`src/rtl/ecc_syn_pkg.sv`:
```
package ecc_syn_pkg;

  localparam int CODE_W = 32;
  localparam int IDX_W  = 12;
  localparam int BIT_W  = 4;
  localparam int MODE_W = 2;

  localparam logic [MODE_W-1:0] MODE_C256 = 2'd0;
  localparam logic [MODE_W-1:0] MODE_C512 = 2'd1;

  typedef enum logic [1:0] {
    ST_CLEAN    = 2'd0,
    ST_FIXED    = 2'd1,
    ST_CODE_BAD = 2'd2,
    ST_MULTI    = 2'd3
  } syn_status_e;

  function automatic logic is_fatal(syn_status_e s);
    return (s == ST_CODE_BAD) || (s == ST_MULTI);
  endfunction

  // Page verdict update: the first fatal outcome wins, single-bit outcomes are sticky.
  function automatic syn_status_e merge_verdict(syn_status_e acc, syn_status_e cur);
    if (is_fatal(acc))                          return acc;
    if (is_fatal(cur))                          return cur;
    if ((acc == ST_FIXED) || (cur == ST_FIXED)) return ST_FIXED;
    return ST_CLEAN;
  endfunction

endpackage

```
`src/rtl/syn_popcount.sv`:
```
module syn_popcount #(
  parameter int W  = 32,
  localparam int CW = $clog2(W + 1)
) (
  input  logic [W-1:0]  vec,
  output logic [CW-1:0] ones
);

  logic [CW-1:0] part [W+1];

  assign part[0] = '0;

  generate
    for (genvar g = 0; g < W; g++) begin : g_acc
      assign part[g+1] = part[g] + CW'(vec[g]);
    end
  endgenerate

  assign ones = part[W];

endmodule

```
`src/rtl/syn_locate.sv`:
```
module syn_locate
  import ecc_syn_pkg::*;
(
  input  logic [MODE_W-1:0] mode,
  input  logic [15:0]       syn_lo,
  output logic [IDX_W-1:0]  byte_idx,
  output logic [BIT_W-1:0]  bit_idx
);

  always_comb begin
    case (mode)
      MODE_C256: begin
        byte_idx = {4'b0, syn_lo[10:8], syn_lo[7:3]};
        bit_idx  = {1'b0, syn_lo[2:0]};
      end
      MODE_C512: begin
        byte_idx = {3'b0, syn_lo[11:8], syn_lo[7:3]};
        bit_idx  = {1'b0, syn_lo[2:0]};
      end
      default: begin
        byte_idx = {syn_lo[15:8], syn_lo[7:4]};
        bit_idx  = syn_lo[3:0];
      end
    endcase
  end

endmodule

```
`src/rtl/syn_classify.sv`:
```
module syn_classify
  import ecc_syn_pkg::*;
#(
  parameter int ONES_C256 = 11,
  parameter int ONES_C512 = 12,
  parameter int ONES_PAGE = 15
) (
  input  logic [MODE_W-1:0] mode,
  input  logic [CODE_W-1:0] code_a,
  input  logic [CODE_W-1:0] code_b,
  output syn_status_e       status,
  output logic [IDX_W-1:0]  byte_idx,
  output logic [BIT_W-1:0]  bit_idx
);

  localparam int CW = $clog2(CODE_W + 1);

  logic              three_byte;
  logic [CODE_W-1:0] syn;
  logic [CW-1:0]     ones;
  logic [CW-1:0]     target;
  logic [IDX_W-1:0]  loc_byte;
  logic [BIT_W-1:0]  loc_bit;

  assign three_byte = !mode[1];

  always_comb begin
    syn = code_a ^ code_b;
    if (three_byte) syn[CODE_W-1:24] = '0;
  end

  syn_popcount #(.W(CODE_W)) u_pop (
    .vec  (syn),
    .ones (ones)
  );

  syn_locate u_loc (
    .mode     (mode),
    .syn_lo   (syn[15:0]),
    .byte_idx (loc_byte),
    .bit_idx  (loc_bit)
  );

  always_comb begin
    case (mode)
      MODE_C256: target = CW'(ONES_C256);
      MODE_C512: target = CW'(ONES_C512);
      default:   target = CW'(ONES_PAGE);
    endcase
  end

  always_comb begin
    if (ones == '0)                 status = ST_CLEAN;
    else if (ones == CW'(1))        status = ST_CODE_BAD;
    else if (ones == target)        status = ST_FIXED;
    else                            status = ST_MULTI;
  end

  assign byte_idx = (status == ST_FIXED) ? loc_byte : '0;
  assign bit_idx  = (status == ST_FIXED) ? loc_bit  : '0;

endmodule

```
`config.mk`:
```
export PLATFORM = sky130hd
export DESIGN_NAME = syn_classify
export DESIGN_NICKNAME = d
export VERILOG_FILES = /design/src/rtl/ecc_syn_pkg.sv /design/src/rtl/syn_popcount.sv /design/src/rtl/syn_locate.sv /design/src/rtl/syn_classify.sv
export SDC_FILE = /design/constraint.sdc
export NUM_CORES = 1
export LEC_CHECK = 0
export ABC_AREA = 1
export BUFFER_PORTS_ARGS = -buffer_cell sky130_fd_sc_hd__buf_2
export CORE_MARGIN = 3
export CORE_UTILIZATION = 39
export DETAILED_ROUTE_END_ITERATION = 10
export PLACE_DENSITY = 0.72
export SLEW_MARGIN = 20
export SYNTH_ARGS = -nofsm -noshare
export SYNTH_HDL_FRONTEND = slang
export SYNTH_SLANG_ARGS = --single-unit
```
`constraint.sdc`:
```
create_clock -name vclk -period 7.3
set_input_delay 0 -clock vclk [all_inputs]
set_output_delay 0 -clock vclk [all_outputs]
set_load 0.005 [all_outputs]
```
==> flow_metrics.py <==
metrics = {
    "status": {
        "status": "completed",
    },
    "worst_setup_path": {
        "cp-end-kind": "output port",
        "path_class": "input port to output port",
        "crit_path_start_kind": "input port",
        "cp_cell_sequence": "buf_2, inv_4, a21oi_1, o21ai_0, fa_1, fa_1, inv_1, fa_1, inv_1, fa_1, fa_1, fa_1, fa_1, fa_1, nand2_1, nor2_1, nor2_1, nor2_1, nand2_1, inv_2, nand2_4, nor2_1, buf_2",
        "slowest_delay_ps": 540,
        "critical_path_arrival_ps": 5690,
        "cp_common_cell": "fa_1",
        "crit_slowest_cell": "fa_1",
        "required_ps": 7300,
        "cp_max_fo": 19,
    },
    "placed_design": {
        "io_buffers": 84,
        "gp_congestion": 0.768,
        "pre_cts_ws_ps": 1560,
        "dp_hpwl_um": 3270,
    },
    "sta": {
        "fin_hold_ws_ps": 362,
        "relSlewSlack_pct": 72.3,
        "finalMaxSlewViolations": 0,
        "finalHoldViolCount": 0,
        "finalSetupViolCount": 0,
        "fmax_mhz": 176,
        "post-route-period-util_pct": 77.9,
        "max_slew.worst_pin.slew_ps": 413,
        "grt_setup_unrepaired": "no",
        "fin_ws_ps": 1610,
        "period_needed_ps": 5690,
        "fin_tns_setup_ps": 0,
    },
    "layout": {
        "clkbuf_count": 0,
        "area_growth_pct": 31.1,
        "n_fill_cell": 369,
        "multi_input_area_um2": 1290,
        "seq_cell_count": 0,
        "seq_area_um2": 0,
        "antennaDiodeCount": 0,
        "layout-drive-gt1-share_pct": 36.9,
        "nets": 390,
    },
    "min_path": {
        "hp-class": "input port to output port",
        "hp-start": "code_a[1]",
        "worstHoldEndpoint": "bit_idx[1]",
        "min_path_cells": 4,
    },
    "routing": {
        "firstDrtPassIters": 4,
        "dr_total_vias": 1533,
        "wl_per_cell_um": 10.2,
        "vias_per_cell": 4.56,
        "drt-total-wl_um": 3420,
        "ant_nets": 0,
        "drc": 0,
        "drtIter0Drc": 58,
    },
    "run": {
        "max_cap_viol_count": 0,
    },
    "clock_network": {
        "ctsResizeCount": 0,
        "holdBufCountCts": 0,
        "post-cts-setup-buffer-count": 0,
    },
    "global_routing": {
        "grt_pass1_vias": 1547,
        "grt_pass1_wl_um": 5930,
        "grt_max_degree": 20,
        "antenna_found_initial": 0,
        "grt_usage_pct": 16.2,
        "globalRouteOverflowTotal": 0,
    },
    "floorplanning": {
        "die_area_um2": 4560,
        "initial_core_util_pct": 42.3,
        "die_x_um": 67.6,
        "rows": 21,
        "core_area_um2": 3490,
        "ios": 84,
        "die_h_um": 67.6,
    },
    "logic_synthesis": {
        "synth_top_area_share_pct": 32.5,
        "syn_inst": 209,
        "synthTopCellsByCount": "inv_1, nand2_1, fa_1",
        "synth.net_count": 307,
        "ys_warn_count": 0,
        "avgSynthCellArea_um2": 7.07,
        "synth-seq-area-share_pct": 0,
        "synthesis.area_um2": 1480,
        "synth_top_area_cell": "fa_1",
        "synth_cell_type_count": 22,
        "yosysMostFrequentCell": "inv_1",
        "yosys-top-cells-area": "fa_1, inv_1, xnor2_1",
    },
}
cell type report:
cell class                      instances  share of cell area, %
Inverter                               44                   8.66
Multi-Input combinational cell        162                   66.7
Tap cell                               46                   2.97
Timing Repair Buffer                   84                   21.7
cell families after synthesis:
group           share of synthesized area (%)
simple gates                             26.9
buf+inv                                  12.6
fa+ha+maj                                39.3
xor+xnor                                 13.6
compound gates                           7.54
worst max-delay path, delay by kind of cell:
kind / cells / cell delay, ps
adder cells (fa/ha/maj): 8 / 4020
AO/OA/AOI/OAI: 2 / 270
AND/OR/NAND/NOR: 7 / 700
buffers and inverters: 6 / 680
layer usage:
layer | vias to the layer above | wire, um | GRT usage (%)
met5 | - | 0 | 0
met4 | 0 | 0 | 0
met3 | 0 | 371 | 0.333
met2 | 70 | 1680 | 33.3
met1 | 672 | 1360 | 19.4
li1 | 791 | - | -
placed cells by master, fill, tap and decap left out, drive strengths merged:
cell,count
xnor2,16
nand4,1
nor2,28
nor3,1
xor2,7
o21ai,13
buf,84
ha,8
nand3,10
nand2,42
fa,24
a21oi,8
o22ai,1
or2,3
inv,44
worst max-delay path by stage:
stage	from	slack, ps	end	cells past startpoint
finish	mode[1]	1610	byte_idx[1]	23
global route	mode[1]	1250	byte_idx[1]	23
CTS	mode[1]	1560	byte_idx[1]	23
detailed placement	mode[1]	1560	byte_idx[1]	23
global placement	mode[1]	1750	byte_idx[1]	23
floorplan	mode[1]	2030	bit_idx[0]	23
metrics by stage:
| stage | util [%] | cells | cell area, um2 |
|---|---|---|---|
| detailed placement | 55.4 | 336 | 1940 |
| global route | 55.4 | 336 | 1940 |
| finish | 55.4 | 336 | 1940 |
| floorplan | - | 209 | 1480 |
| CTS | 55.4 | 336 | 1940 |
| global placement | 55.4 | 336 | 1940 |
Power is not shown: default switching activity piles up to over one toggle a cycle in this logic, so the estimate is an artifact.
